===== src/rtl/adc_scan_pkg.sv =====
package adc_scan_pkg;
  typedef enum logic [1:0] {CMP_LT = 2'd0, CMP_GT = 2'd1, CMP_IN = 2'd2, CMP_OUT = 2'd3} cmp_mode_e;
  typedef enum logic [1:0] {WR_PTR = 2'd0, WR_CHAN = 2'd1, WR_NONE = 2'd2, WR_RSVD = 2'd3} wr_mode_e;
  typedef enum logic [1:0] {IRQ_OFF = 2'd0, IRQ_SEQ = 2'd1, IRQ_HIT = 2'd2, IRQ_SEQ_HIT = 2'd3} irq_mode_e;

  // packed from bit 7 down to bit 0
  typedef struct packed {
    cmp_mode_e cmp;
    wr_mode_e  wr;
    irq_mode_e irq;
    logic      lp_en;
    logic      scan_en;
  } ctrl_t;
endpackage


===== src/rtl/adc_scan_regs.sv =====
module adc_scan_regs
  import adc_scan_pkg::*;
#(
  parameter int NCH = 16,
  parameter int DW  = 12,
  parameter int BW  = 16,
  localparam int CW = $clog2(NCH),
  localparam int AW = CW + 2
) (
  input  logic          clk,
  input  logic          rst,
  input  logic          we,
  input  logic [AW-1:0] addr,
  input  logic [BW-1:0] wdata,
  output ctrl_t         ctrl,
  output logic          ctrl_wr,
  output logic [DW-1:0] thr [NCH],
  output logic [BW-1:0] rd_q,
  output logic          rd_res_q
);
  localparam logic [1:0] RG_CTRL = 2'd0;
  localparam logic [1:0] RG_THR  = 2'd1;
  localparam logic [1:0] RG_RES  = 2'd2;

  logic [1:0]    region;
  logic [CW-1:0] loc;
  logic [BW-1:0] unused_wdata;

  assign region       = addr[AW-1:CW];
  assign loc          = addr[CW-1:0];
  assign ctrl_wr      = we && region == RG_CTRL && loc == '0;
  assign unused_wdata = wdata;

  always_ff @(posedge clk) begin
    if (rst) begin
      ctrl <= '0;
      for (int i = 0; i < NCH; i++) thr[i] <= '0;
    end else if (we) begin
      if (ctrl_wr) ctrl <= ctrl_t'(wdata[7:0]);
      if (region == RG_THR) thr[loc] <= wdata[DW-1:0];
    end
  end

  always_ff @(posedge clk) begin
    if (rst) begin
      rd_q     <= '0;
      rd_res_q <= 1'b0;
    end else begin
      rd_res_q <= region == RG_RES;
      if (region == RG_CTRL && loc == '0) rd_q <= {{(BW-8){1'b0}}, ctrl};
      else if (region == RG_THR)          rd_q <= {{(BW-DW){1'b0}}, thr[loc]};
      else                                rd_q <= '0;
    end
  end
endmodule


===== src/rtl/adc_scan_cmp.sv =====
module adc_scan_cmp
  import adc_scan_pkg::*;
#(
  parameter int NCH = 16,
  parameter int DW  = 12,
  localparam int CW = $clog2(NCH)
) (
  input  cmp_mode_e     mode,
  input  logic [DW-1:0] res,
  input  logic [CW-1:0] chan,
  input  logic [DW-1:0] thr [NCH],
  output logic          hit_raw
);
  logic [CW-1:0] lo_i, hi_i;
  logic [DW-1:0] own, lo, hi;

  assign lo_i = chan & ~CW'(1);
  assign hi_i = chan | CW'(1);
  assign own  = thr[chan];
  assign lo   = thr[lo_i];
  assign hi   = thr[hi_i];

  always_comb begin
    unique case (mode)
      CMP_LT:  hit_raw = res < own;
      CMP_GT:  hit_raw = res > own;
      CMP_IN:  hit_raw = (res >= lo) && (res <= hi);
      default: hit_raw = (res < lo) || (res > hi);
    endcase
  end
endmodule


===== src/rtl/adc_scan_store.sv =====
module adc_scan_store
  import adc_scan_pkg::*;
#(
  parameter int NCH = 16,
  parameter int DW  = 12,
  localparam int CW = $clog2(NCH)
) (
  input  logic          clk,
  input  logic          rst,
  input  logic          acc,
  input  wr_mode_e      mode,
  input  logic [DW-1:0] res,
  input  logic [CW-1:0] chan,
  input  logic          ptr_clr,
  input  logic [CW-1:0] rd_addr,
  output logic [DW-1:0] rd_data,
  output logic          mem_we
);
  logic [DW-1:0] mem [NCH];
  logic [CW-1:0] ptr;
  logic [CW-1:0] waddr;

  assign mem_we = acc && (mode == WR_PTR || mode == WR_CHAN);
  assign waddr  = (mode == WR_PTR) ? ptr : chan;

  always_ff @(posedge clk) begin
    if (rst || ptr_clr)              ptr <= '0;
    else if (acc && mode == WR_PTR)  ptr <= ptr + 1'b1;
  end

  // simple dual-port RAM: one write port, one registered read port
  always_ff @(posedge clk) begin
    if (mem_we) mem[waddr] <= res;
    rd_data <= mem[rd_addr];
  end
endmodule


===== src/rtl/adc_scan_seq.sv =====
module adc_scan_seq
  import adc_scan_pkg::*;
#(
  parameter int NCH = 16,
  localparam int CW = $clog2(NCH)
) (
  input  logic          clk,
  input  logic          rst,
  input  logic          acc,
  input  logic          last,
  input  logic          hit_raw,
  input  wr_mode_e      wmode,
  input  irq_mode_e     imode,
  input  logic          lp_en,
  output logic [CW-1:0] chan,
  output logic          hit,
  output logic [CW-1:0] hit_chan,
  output logic          irq,
  output logic          lowpwr_req
);
  logic sticky;
  logic hit_ok;
  logic seen;
  logic fire;

  assign hit_ok = hit_raw && wmode != WR_RSVD;
  assign seen   = sticky || hit_ok;

  always_comb begin
    unique case (imode)
      IRQ_OFF:     fire = 1'b0;
      IRQ_SEQ:     fire = last;
      IRQ_HIT:     fire = hit_ok;
      default:     fire = last && seen;
    endcase
  end

  always_ff @(posedge clk) begin
    if (rst) begin
      chan       <= '0;
      sticky     <= 1'b0;
      hit        <= 1'b0;
      hit_chan   <= '0;
      irq        <= 1'b0;
      lowpwr_req <= 1'b0;
    end else begin
      hit        <= 1'b0;
      irq        <= 1'b0;
      lowpwr_req <= 1'b0;
      if (acc) begin
        hit        <= hit_ok;
        hit_chan   <= chan;
        irq        <= fire;
        lowpwr_req <= last && lp_en;
        chan       <= last ? '0 : chan + 1'b1;
        sticky     <= last ? 1'b0 : seen;
      end
    end
  end
endmodule


===== src/rtl/adc_thresh_scan.sv =====
module adc_thresh_scan
  import adc_scan_pkg::*;
#(
  parameter int NCH = 16,
  parameter int DW  = 12,
  parameter int BW  = 16,
  localparam int CW = $clog2(NCH),
  localparam int AW = CW + 2
) (
  input  logic          clk,
  input  logic          rst,
  input  logic          reg_we,
  input  logic [AW-1:0] reg_addr,
  input  logic [BW-1:0] reg_wdata,
  output logic [BW-1:0] reg_rdata,
  input  logic          res_valid,
  input  logic [DW-1:0] res_data,
  input  logic          res_last,
  output logic          hit,
  output logic [CW-1:0] hit_chan,
  output logic          irq,
  output logic          lowpwr_req
);
  ctrl_t         ctrl;
  logic          ctrl_wr;
  logic [DW-1:0] thr [NCH];
  logic [BW-1:0] rd_q;
  logic          rd_res_q;
  logic [DW-1:0] store_rd;
  logic          mem_we;
  logic [CW-1:0] chan;
  logic          hit_raw;
  logic          acc;
  logic          scan_en, lp_en;
  logic [1:0]    irq_md, wr_md;

  assign scan_en = ctrl.scan_en;
  assign lp_en   = ctrl.lp_en;
  assign irq_md  = ctrl.irq;
  assign wr_md   = ctrl.wr;
  assign acc     = res_valid && scan_en;

  adc_scan_regs #(.NCH(NCH), .DW(DW), .BW(BW)) u_regs (
    .clk(clk), .rst(rst), .we(reg_we), .addr(reg_addr), .wdata(reg_wdata),
    .ctrl(ctrl), .ctrl_wr(ctrl_wr), .thr(thr), .rd_q(rd_q), .rd_res_q(rd_res_q)
  );

  adc_scan_cmp #(.NCH(NCH), .DW(DW)) u_cmp (
    .mode(ctrl.cmp), .res(res_data), .chan(chan), .thr(thr), .hit_raw(hit_raw)
  );

  adc_scan_store #(.NCH(NCH), .DW(DW)) u_store (
    .clk(clk), .rst(rst), .acc(acc), .mode(ctrl.wr), .res(res_data), .chan(chan),
    .ptr_clr(ctrl_wr), .rd_addr(reg_addr[CW-1:0]), .rd_data(store_rd), .mem_we(mem_we)
  );

  adc_scan_seq #(.NCH(NCH)) u_seq (
    .clk(clk), .rst(rst), .acc(acc), .last(res_last), .hit_raw(hit_raw),
    .wmode(ctrl.wr), .imode(ctrl.irq), .lp_en(ctrl.lp_en), .chan(chan),
    .hit(hit), .hit_chan(hit_chan), .irq(irq), .lowpwr_req(lowpwr_req)
  );

  assign reg_rdata = rd_res_q ? {{(BW-DW){1'b0}}, store_rd} : rd_q;
endmodule


===== config.mk =====
export PLATFORM = sky130hd
export DESIGN_NAME = adc_thresh_scan
export DESIGN_NICKNAME = d
export VERILOG_FILES = /design/src/rtl/adc_scan_pkg.sv /design/src/rtl/adc_scan_regs.sv /design/src/rtl/adc_scan_cmp.sv /design/src/rtl/adc_scan_store.sv /design/src/rtl/adc_scan_seq.sv /design/src/rtl/adc_thresh_scan.sv
export SDC_FILE = /design/constraint.sdc
export NUM_CORES = 1
export LEC_CHECK = 0
export BUFFER_PORTS_ARGS = -buffer_cell sky130_fd_sc_hd__buf_2
export CORE_MARGIN = 5
export CORE_UTILIZATION = 43
export CTS_BUF_LIST = sky130_fd_sc_hd__clkbuf_4
export CTS_CLUSTER_DIAMETER = 120
export DETAILED_ROUTE_END_ITERATION = 16
export MAX_ROUTING_LAYER = met4
export PLACE_DENSITY_LB_ADDON = 0.3
export SLEW_MARGIN = 40
export SYNTH_ARGS = -nofsm -noshare
export SYNTH_HDL_FRONTEND = slang
export SYNTH_SLANG_ARGS = --single-unit

===== constraint.sdc =====
create_clock -name clk -period 4.7 [get_ports clk]
set_input_delay 0.235 -clock clk [delete_from_list [all_inputs] [get_ports clk]]
set_output_delay 0.235 -clock clk [all_outputs]
set_load 0.05 [all_outputs]

==> results of run 1 <==
-- state kept, by name (all words and copies together), names as in the netlist --
signal            flops
u_seq.hit_chan        4
u_regs.ctrl           8
u_seq.chan            4
u_seq.irq             1
u_regs.rd_res_q       1
u_store.rd_data      12
u_regs.rd_q          12
u_regs.thr          192
u_store.ptr           4
u_seq.sticky          1
u_store.mem         192
u_seq.lowpwr_req      1
u_seq.hit             1
-- kinds of logic after synthesis --
family	after synthesis	synth area share (%)
flip-flops	433	49.9
adder cells (fa/ha/maj)	38	2.24
other	1	0.0177
multiplexers	372	31.1
AND/OR/NAND/NOR	445	8.76
XOR/XNOR	3	0.124
buffers and inverters	169	3.76
AO/OA/AOI/OAI	158	4.04
-- final cells by class --
type / count / share of cell area, %
Clock inverter: 31 / 0.702
Antenna cell: 5 / 0.0524
Sequential cell: 433 / 44.4
Inverter: 29 / 0.456
Multi-Input combinational cell: 1020 / 41.3
Tap cell: 664 / 3.48
Clock buffer: 174 / 5.47
Timing Repair Buffer: 133 / 4.18
-- Yosys cell counts (3+ instances only) --
cell	count	share of area [%]
and3_1	3	0.089
ha_1	38	2.2
nor3b_1	4	0.14
inv_1	29	0.51
a31oi_1	5	0.15
nor2b_1	8	0.24
edfxtp_1	192	27
mux2i_1	129	6.1
nand2_1	235	4.2
mux2_2	15	0.80
a21oi_1	118	2.8
clkbuf_1	69	1.2
buf_1	13	0.23
dfxtp_1	241	23
xnor2_1	3	0.12
or2_2	3	0.089
nand2b_1	3	0.089
o21ai_0	16	0.38
buf_2	37	0.87
nand4_1	9	0.27
buf_6	8	0.42
a21o_1	5	0.18
nor3_1	11	0.26
nand3_1	10	0.24
buf_4	12	0.42
nor2_1	141	2.5
mux4_2	228	24
-- per-layer routing --
metal,global-route usage (%),share of wire (%),vias up,routed length (µm)
met1,28.5,41,7270,23700
li1,-,-,6383,-
met5,-,0,-,0
met4,6.94,2.8,0,1600
met3,4.16,6.4,115,3660
met2,35.7,50,547,28400
-- through the flow --
stage | total power, W | hold slack, ns | instances | setup slack (ns)
after floorplan | 0.00430 | 0.311 | 1622 | 1.19
after global placement | 0.00442 | 0.440 | 2247 | 0.743
after detailed placement | 0.00443 | 0.449 | 2247 | 0.671
after CTS | 0.00776 | 0.0806 | 2484 | 0.635
after global routing | 0.00801 | 0.119 | 2488 | 0.423
final | 0.00766 | 0.162 | 2489 | 0.659
-- power breakdown --
group / internal [W] / switching, W / total (W)
Sequential: 0.00394 / 0.0000123 / 0.00395
Clock: 0.00174 / 0.00156 / 0.00330
Combinational: 0.000153 / 0.000258 / 0.000411
-- critical path, delay by kind of cell, from the launching register on --
kind                     cells  cell delay, ns
flip-flops                   1            0.85
AND/OR/NAND/NOR              1            0.10
buffers and inverters        2            0.28
multiplexers                 2            1.08
AO/OA/AOI/OAI                6            1.32
adder cells (fa/ha/maj)      1            0.25
-- final timing paths --
check	start	end	slack (ns)	depth (start not counted)
worst min register to register	u_seq.hit_chan[2]$_SDFFE_PP0P_	u_seq.hit_chan[2]$_SDFFE_PP0P_	0.46	2
worst min-delay path	reg_we	u_regs.thr[183]$_SDFFE_PP0P_	0.16	6
worst max-delay path	u_seq.chan[0]$_SDFFE_PP0P_	u_seq.irq$_SDFF_PP0_	0.66	12
worst max register to register	u_seq.chan[0]$_SDFFE_PP0P_	u_seq.irq$_SDFF_PP0_	0.66	12
==> flow_summary_export.csv, run 1 <==
group,metric,value,unit
final_layout,register_area,10600,µm²
global_route,grt_usage,22.1,%
final_layout,syn_to_final_growth,12.7,%
logic_synthesis,syn_inst,1619,
final_layout,multi_input_area,9870,µm²
logic_synthesis,synth_edf_count,192,
final_layout,design_area,23900,µm²
logic_synthesis,ys_ff_latch,433,
global_route,antenna_found_initial,2,
floorplan,start_util,43.4,%
timing,period_share,86.0,%
clock_tree,cts_inserted_buffers,111,
clock_tree,clkLatencyLatePin,0.85,ns
floorplan,num_rows,81,
final_layout,final_common_cell,"dfxtp_1",
setup_path,path_max_fanout,34,
timing,max_slew.worst_pin.slew,0.883,ns
floorplan,io_pins,62,
timing,setup_viol,0,
clock_tree,clkSlewWorstSetupHoldPaths,0.08,ns
timing,clock_skew,0.0414,ns
setup_path,critPathRequiredTime,5.42,ns
timing,max_freq,247,MHz
clock_tree,tritoncts,"built",
setup_path,max_stage_delay,0.85,ns
floorplan,coreArea,48800,µm²
clock_tree,cts_max_level,3,
logic_synthesis,synthArstFlopShare,0,%
route,wl_per_cell,23.0,µm
timing,maxSlewHeadroom,41.0,%
final_layout,final_cell_mix,"dfxtp_1 (237), nand2_1 (234), mux4_2 (228)",
placed_design,gp_congestion,0.904,
route,ant_nets,0,
final_layout,drive_gt1_share,30.3,%
floorplan,die_w,232,µm
global_route,grt_overflow,0,
placed_design,hpwlAfterDp,37100,µm
timing,finalSetupTns,0,ns
clock_tree,cts_resized,0,
final_layout,final_util,48.9,%
clock_tree,cts_hold_buf,32,
route,vias,14315,
pwr,power.leakage,8.22,nW
clock_tree,clockRootBuffer,"clkbuf_4",
setup_path,worst-setup-path-type,"register to register",
clock_tree,cts.sinks,433,
logic_synthesis,ys_seq_area_share,49.9,%
clock_tree,cts_setup_buffers,0,
route,drt-initial-drc-count,1347,
pwr,powerDensity,321,nW/µm²
setup_path,worstPathArrival,4.77,ns
placed_design,portBuffers,53,
setup_path,slowest_stage,"dfxtp_4",
placed_design,placed_area,22100,µm²
timing,hold_viol,0,
route,totalWireLength,57400,µm
run,max_cap_viol_count,0,
setup_path,end_kind,"register",
route,drc_errors,0,
global_route,grt_pass1_vias,14579,
setup_path,path_common_cell,"mux4_2",
route,dr.pass1.iters,5,
timing,report.final.slew_viol_count,0,
logic_synthesis,ys_warn_count,0,
global_route,grt_max_degree,86,
final_layout,nets,1805,
timing,rsz0062_at_grt,"no",
timing,min_period,4.04,ns
status,status,"finished clean",
floorplan,dieHeight,232,µm
setup_path,startpoint_type,"register",
pwr,ir_drop,171,µV
route,vias_per_cell,5.75,
worst_hold_path,min_path_type,"input pin to register",
floorplan,die-area,53800,µm²
logic_synthesis,synth.cell_area,21200,µm²
final_layout,n_fill_cell,4352,
logic_synthesis,synth.avg_cell_area,13.1,µm²
global_route,grt_pass1_wl,88400,µm
logic_synthesis,synth_flop_cell,"dfxtp_1",
logic_synthesis,synth_cell_types,51,
setup_path,path_cells,"mux4_2 -> mux4_2 -> inv_1 -> ha_1 -> a41oi_1 -> o21ai_0 -> a221oi_1 -> buf_4 -> nand4b_1 -> o2111a_1 -> o31ai_1 -> a21oi_1",
clock_tree,clk_path_buf_depth,3,
(Power assumes the default switching activity.)
==> inputs of run 2 (changes only) <==
- CTS_CLUSTER_SIZE: unset -> 30
- PLACE_DENSITY: unset -> 0.66
- PLACE_DENSITY_LB_ADDON: 0.3 -> unset
==> flow_summary_export.csv, run 2 (synthesized netlist as in run 1, its figures left out) <==
group,metric,value,unit
final_layout,drive_gt1_share,24.2,%
final_layout,design_area,22800,µm²
timing,max_freq,247,MHz
timing,max_slew.worst_pin.slew,0.865,ns
setup_path,end_kind,"register",
clock_tree,tritoncts,"built",
final_layout,syn_to_final_growth,7.37,%
global_route,grt_pass1_vias,13571,
floorplan,start_util,43.4,%
global_route,grt_pass1_wl,84900,µm
placed_design,gp_congestion,0.905,
final_layout,reg_top3,"u_regs.thr x192, u_store.mem x192",
setup_path,reg2reg_to,"u_seq.irq$_SDFF_PP0_",
final_layout,nets,1713,
floorplan,coreArea,48800,µm²
timing,rsz0062_at_grt,"no",
floorplan,io_pins,62,
clock_tree,clkSlewWorstSetupHoldPaths,0.30,ns
pwr,ir_drop,188,µV
global_route,grt_max_degree,96,
global_route,antenna_found_initial,4,
setup_path,r2r_slack,0.66,ns
route,wl_met3,3880,µm
floorplan,die-area,53800,µm²
floorplan,dieHeight,232,µm
clock_tree,clkLatencyLatePin,0.86,ns
worst_hold_path,min_from,"reg_addr[3]",
placed_design,hpwlAfterDp,36600,µm
clock_tree,cts_setup_buffers,0,
route,vias_per_cell,5.90,
clock_tree,cts_max_level,1,
pwr,clockPowerShare,24.5,%
worst_hold_path,min_path_cells,4,
clock_tree,cts.sinks,433,
timing,finalSetupTns,0,ns
clock_tree,cts_inserted_buffers,18,
setup_path,startpoint_type,"register",
setup_path,path_max_fanout,31,
pwr,powerDensity,255,nW/µm²
route,wl_per_cell,23.9,µm
route,route.met2.wl,26600,µm
pwr,combPwrFrac,7.2,%
route,dr.pass1.iters,5,
timing,hold_viol,0,
setup_path,worstPathArrival,4.84,ns
route,top_layer_used,"met4",
placed_design,portBuffers,53,
clock_tree,clockRootBuffer,"clkbuf_4",
final_layout,final_cell_mix,"dfxtp_1 (237), nand2_1 (233), mux4_2 (228)",
timing,maxSlewHeadroom,42.2,%
setup_path,worst-setup-path-type,"register to register",
route,vias,13647,
timing,worst_hold_slack,0.159,ns
placed_design,placed_area,22100,µm²
route,drt-initial-drc-count,1434,
route,ant_nets,0,
worst_hold_path,min_path_type,"input pin to register",
setup_path,r2r-start,"u_seq.chan[1]$_SDFFE_PP0P_",
worst_hold_path,worstHoldEndpoint,"u_regs.rd_q[5]$_SDFF_PP0_",
timing,setup_viol,0,
pwr,p_seq_share,68.3,%
timing,period_share,86.1,%
setup_path,critPathRequiredTime,5.50,ns
pwr,internal-power,0.00443,W
run,max_cap_viol_count,0,
timing,report.final.slew_viol_count,0,
setup_path,ff2ff_path_depth,11,
global_route,grt_usage,21.0,%
clock_tree,cts_resized,0,
final_layout,final_util,46.6,%
timing,min_period,4.04,ns
final_layout,final_common_cell,"dfxtp_1",
floorplan,die_w,232,µm
timing,clock_skew,0.0562,ns
pwr,switching_share,23.6,%
global_route,grt_overflow,0,
floorplan,num_rows,81,
clock_tree,clk_path_buf_depth,3,
status,status,"finished clean",
pwr,power.switching,0.00137,W
route,drc_errors,0,
route,wl_met1,23300,µm
route,totalWireLength,55400,µm
pwr,power.leakage,7.51,nW
## run 2: cell count changes in the layout (fill, tap and decap cells not counted), moves of 2 or more
cell and change:
clkinv_2 -4, buf_4 -6, inv_6 -2, nor2_2 -3, buf_8 +2, clkinv_1 -22
buf_6 +2, buf_16 +2, clkbuf_4 -147, nor2_4 +2
## run 2: worst max-delay path by stage
| stage | from | endpoint | slack (ns) |
|---|---|---|---|
| after floorplan | u_seq.chan[0]$_SDFFE_PP0P_ | u_seq.irq$_SDFF_PP0_ | 1.19 |
| after global placement | u_seq.chan[0]$_SDFFE_PP0P_ | u_seq.sticky$_SDFFE_PP0P_ | 0.73 |
| after detailed placement | u_seq.chan[0]$_SDFFE_PP0P_ | u_seq.irq$_SDFF_PP0_ | 0.68 |
| after CTS | u_seq.chan[1]$_SDFFE_PP0P_ | u_seq.irq$_SDFF_PP0_ | 0.65 |
| after global routing | u_seq.chan[0]$_SDFFE_PP0P_ | u_seq.irq$_SDFF_PP0_ | 0.42 |
| final | u_seq.chan[1]$_SDFFE_PP0P_ | u_seq.irq$_SDFF_PP0_ | 0.66 |
## run 2: area by class of cell
cell class	instances	area [µm²]
antenna	5	12.5
clock buffer	27	203
clock inverter	3	55.1
fill	4361	26100
inverter	29	109
multi-input combinational	1020	9880
sequential	433	10600
tap	664	831
timing repair buffer	134	1070
## run 2: what timing repair did
action	CTS	global route
hold buffers	33	0
setup endpoints to repair	0	0
hold endpoints to repair	410	0
## run 2: metal layers
layer,GRT usage [%],vias to the layer above
li1,-,6082
met5,-,-
met1,28.6,6976
met4,5.30,0
met2,33.6,500
met3,3.34,89
## run 2: per-stage QoR
step	setup slack [ns]	std cells	power, W
after floorplan	1.19	1622	0.00430
after global placement	0.725	2242	0.00441
after detailed placement	0.684	2246	0.00443
after CTS	0.652	2309	0.00584
after global routing	0.425	2315	0.00601
final	0.655	2315	0.00580
## run 2: power groups by stage
| stage | registers [W] | clock network [W] | logic (W) |
|---|---|---|---|
| 4_1_cts | 0.00397 | 0.00146 | 0.000414 |
| 3_3_place_gp | 0.00404 | 0 | 0.000378 |
| 5_1_grt | 0.00397 | 0.00160 | 0.000449 |
| 2_1_floorplan | 0.00403 | 0 | 0.000272 |
| 6_report | 0.00397 | 0.00142 | 0.000415 |
| 3_5_place_dp | 0.00404 | 0 | 0.000392 |
## run 2: worst max-delay path, stage by stage, from the launching register on
cell and delay [ns]:
dfxtp_4 0.73, buf_12 0.30, mux4_2 0.54, mux2i_1 0.22, ha_1 0.31, a21oi_1 0.15
nand2_1 0.07, a221oi_1 0.43, o221ai_1 0.25, o31ai_1 0.58, o31ai_1 0.18, a21oi_1 0.18
==> inputs of run 3 (changes only) <==
- ABC_AREA: unset -> 1
==> flow_summary_export.csv, run 3 <==
group,metric,value,unit
timing,setup_viol,0,
placed_design,portBuffers,53,
setup_path,path_max_fanout,32,
route,top_layer_used,"met4",
clock_tree,tritoncts,"built",
timing,min_period,3.38,ns
timing,max_slew.worst_pin.slew,0.877,ns
logic_synthesis,synth.cell_area,20400,µm²
route,wl_met1,27700,µm
pwr,power.leakage,7.93,nW
logic_synthesis,ys_seq_area_share,52.0,%
clock_tree,cts.sinks,433,
setup_path,worst-setup-path-type,"register to register",
setup_path,worstPathArrival,4.18,ns
clock_tree,cts_inserted_buffers,18,
route,vias_per_cell,6.05,
floorplan,start_util,43.7,%
setup_path,end_kind,"register",
final_layout,nets,2408,
timing,max_freq,296,MHz
clock_tree,clockRootBuffer,"clkbuf_4",
status,status,"finished clean",
final_layout,final_cell_mix,"o21ai_0 (339), nand2_1 (327), a21oi_1 (258)",
pwr,powerDensity,270,nW/µm²
logic_synthesis,synthSimpleGateAreaFrac,13.7,%
final_layout,reg_top3,"u_regs.thr x192, u_store.mem x192",
route,dr.pass1.iters,6,
floorplan,die_w,228,µm
timing,period_share,71.9,%
logic_synthesis,synthMostInstantiatedCell,"o21ai_0",
clock_tree,clkLatencyLatePin,0.84,ns
logic_synthesis,synth_common_cells,"o21ai_0 (339), nand2_1 (327), a21oi_1 (258), nor2_1 (248), dfxtp_1 (241)",
logic_synthesis,synthAdderAreaFrac,2.33,%
logic_synthesis,yosysTopAreaCell,"edfxtp_1",
logic_synthesis,synth_mux_area_share,1.89,%
floorplan,num_rows,79,
logic_synthesis,ys_ff_latch,433,
global_route,grt_max_degree,111,
timing,worst_hold_slack,0.117,ns
logic_synthesis,synth.avg_cell_area,8.74,µm²
global_route,grt_pass1_vias,16423,
placed_design,hpwlAfterDp,44100,µm
clock_tree,cts_max_level,1,
logic_synthesis,synth_top_area_share,28.3,%
pwr,ir_drop,151,µV
clock_tree,clkSlewWorstSetupHoldPaths,0.33,ns
route,vias,17858,
timing,rsz0062_at_grt,"no",
timing,report.final.slew_viol_count,0,
logic_synthesis,synth_top_family_by_area,"compound AO/OA/AOI/OAI gates",
route,drc_errors,0,
global_route,grt_usage,25.9,%
final_layout,final_common_cell,"o21ai_0",
final_layout,register_area,10600,µm²
logic_synthesis,synth_compound_area_share,23.8,%
floorplan,dieHeight,228,µm
final_layout,n_fill_cell,4420,
logic_synthesis,synthXorXnorAreaFrac,0,%
timing,finalSetupTns,0,ns
setup_path,startpoint_type,"register",
clock_tree,clk_path_buf_depth,3,
floorplan,die-area,51800,µm²
route,totalWireLength,67800,µm
final_layout,multi_input_area,8540,µm²
run,max_cap_viol_count,0,
logic_synthesis,synth_edf_count,192,
final_layout,syn_to_final_growth,6.94,%
floorplan,coreArea,46700,µm²
route,ant_nets,0,
logic_synthesis,ys_warn_count,0,
setup_path,critPathRequiredTime,5.50,ns
timing,hold_viol,0,
global_route,grt_overflow,0,
clock_tree,cts_setup_buffers,0,
final_layout,drive_gt1_share,8.93,%
logic_synthesis,synth_cell_types,45,
global_route,antenna_found_initial,2,
global_route,grt_pass1_wl,100000,µm
logic_synthesis,synth_flop_cell,"dfxtp_1",
logic_synthesis,yosys-top-cells-area,"edfxtp_1 (28%), dfxtp_1 (24%), o21ai_0 (8.3%), a22oi_1 (6.5%), a21oi_1 (6.3%)",
route,drt-initial-drc-count,2518,
floorplan,io_pins,62,
placed_design,gp_congestion,0.938,
route,route.met2.wl,31200,µm
route,wl_met3,6570,µm
logic_synthesis,synthArstFlopShare,0,%
timing,maxSlewHeadroom,41.4,%
worst_hold_path,min_path_type,"input pin to register",
timing,clock_skew,0.0466,ns
logic_synthesis,syn_inst,2331,
route,wl_per_cell,23.0,µm
-- run 3: changes by cell type after synthesis, sizes merged, moves of 8 or more --
cell	delta
o21ai	+325
mux4	-228
a22oi	+186
a21oi	+140
nor2	+122
inv	+105
mux2i	-104
nand2	+96
nand3	+26
o211ai	+18
clkbuf	+17
buf	+13
or4	+12
nor2b	-8
-- run 3: layout make-up --
class	count	share of cell area, %
Antenna cell	4	0.0460
Clock buffer	27	0.931
Clock inverter	2	0.230
Inverter	137	2.38
Multi-Input combinational cell	1594	39.2
Sequential cell	433	48.7
Tap cell	607	3.49
Timing Repair Buffer	147	5.07
-- run 3: kinds of logic after synthesis --
group	after synthesis
AO/OA/AOI/OAI	837
AND/OR/NAND/NOR	678
flip-flops	433
buffers and inverters	307
adder cells (fa/ha/maj)	38
multiplexers	37
other	1
-- run 3: repair_timing --
item	CTS	global route
resized for setup	0	0
hold buffers	38	0
endpoints found under the hold margin	401	0
setup endpoints to repair	0	0
-- run 3: path summary, 6_finish.rpt --
path,cells after the start,startpoint,slack [ns],endpoint
max,18,u_seq.chan[1]$_SDFFE_PP0P_,1.32,u_seq.sticky$_SDFFE_PP0P_
min reg2reg,2,u_regs.thr[161]$_SDFFE_PP0P_,0.48,u_regs.thr[161]$_SDFFE_PP0P_
min,6,reg_addr[0],0.12,u_regs.rd_q[5]$_SDFF_PP0_
max reg2reg,18,u_seq.chan[1]$_SDFFE_PP0P_,1.32,u_seq.sticky$_SDFFE_PP0P_
-- run 3: where the power goes --
part | total [W] | internal (W) | switching (W)
Combinational | 0.000456 | 0.000122 | 0.000334
Sequential | 0.00398 | 0.00396 | 0.0000157
Clock | 0.00144 | 0.000325 | 0.00112
Total | 0.00588 | 0.00441 | 0.00147
-- run 3: metrics by stage --
stage | util (%) | std cells | setup WS [ns] | instance area, µm² | total power (W)
after floorplan | - | 2334 | 2.10 | 20400 | 0.00430
after global placement | 45.3 | 2880 | 1.31 | 21100 | 0.00446
after detailed placement | 45.3 | 2880 | 1.31 | 21100 | 0.00447
after CTS | 46.6 | 2947 | 1.25 | 21800 | 0.00588
after global routing | 46.7 | 2949 | 1.16 | 21800 | 0.00604
final | 46.7 | 2951 | 1.32 | 21800 | 0.00588
-- run 3: layer usage --
metal,GRT usage (%),vias to the layer above
li1,-,8194
met1,35.2,8484
met2,40.4,1048
met3,3.19,132
met4,8.62,0
met5,-,-
-- run 3: critical path, stage by stage, from the launching register on --
cell and delay [ns]:
dfxtp_4 0.42, inv_2 0.44, buf_12 0.28, nand2_1 0.08, nand2_1 0.06, inv_1 0.04, o21ai_0 0.27, o21ai_0 0.18
ha_1 0.33, nand2_1 0.08, nor2_1 0.24, and2_1 0.17, nand2_1 0.06, nand4_1 0.08, nand3_1 0.09, nand2_1 0.15
nand2_1 0.09, nand2_1 0.08, nor3b_1 0.18
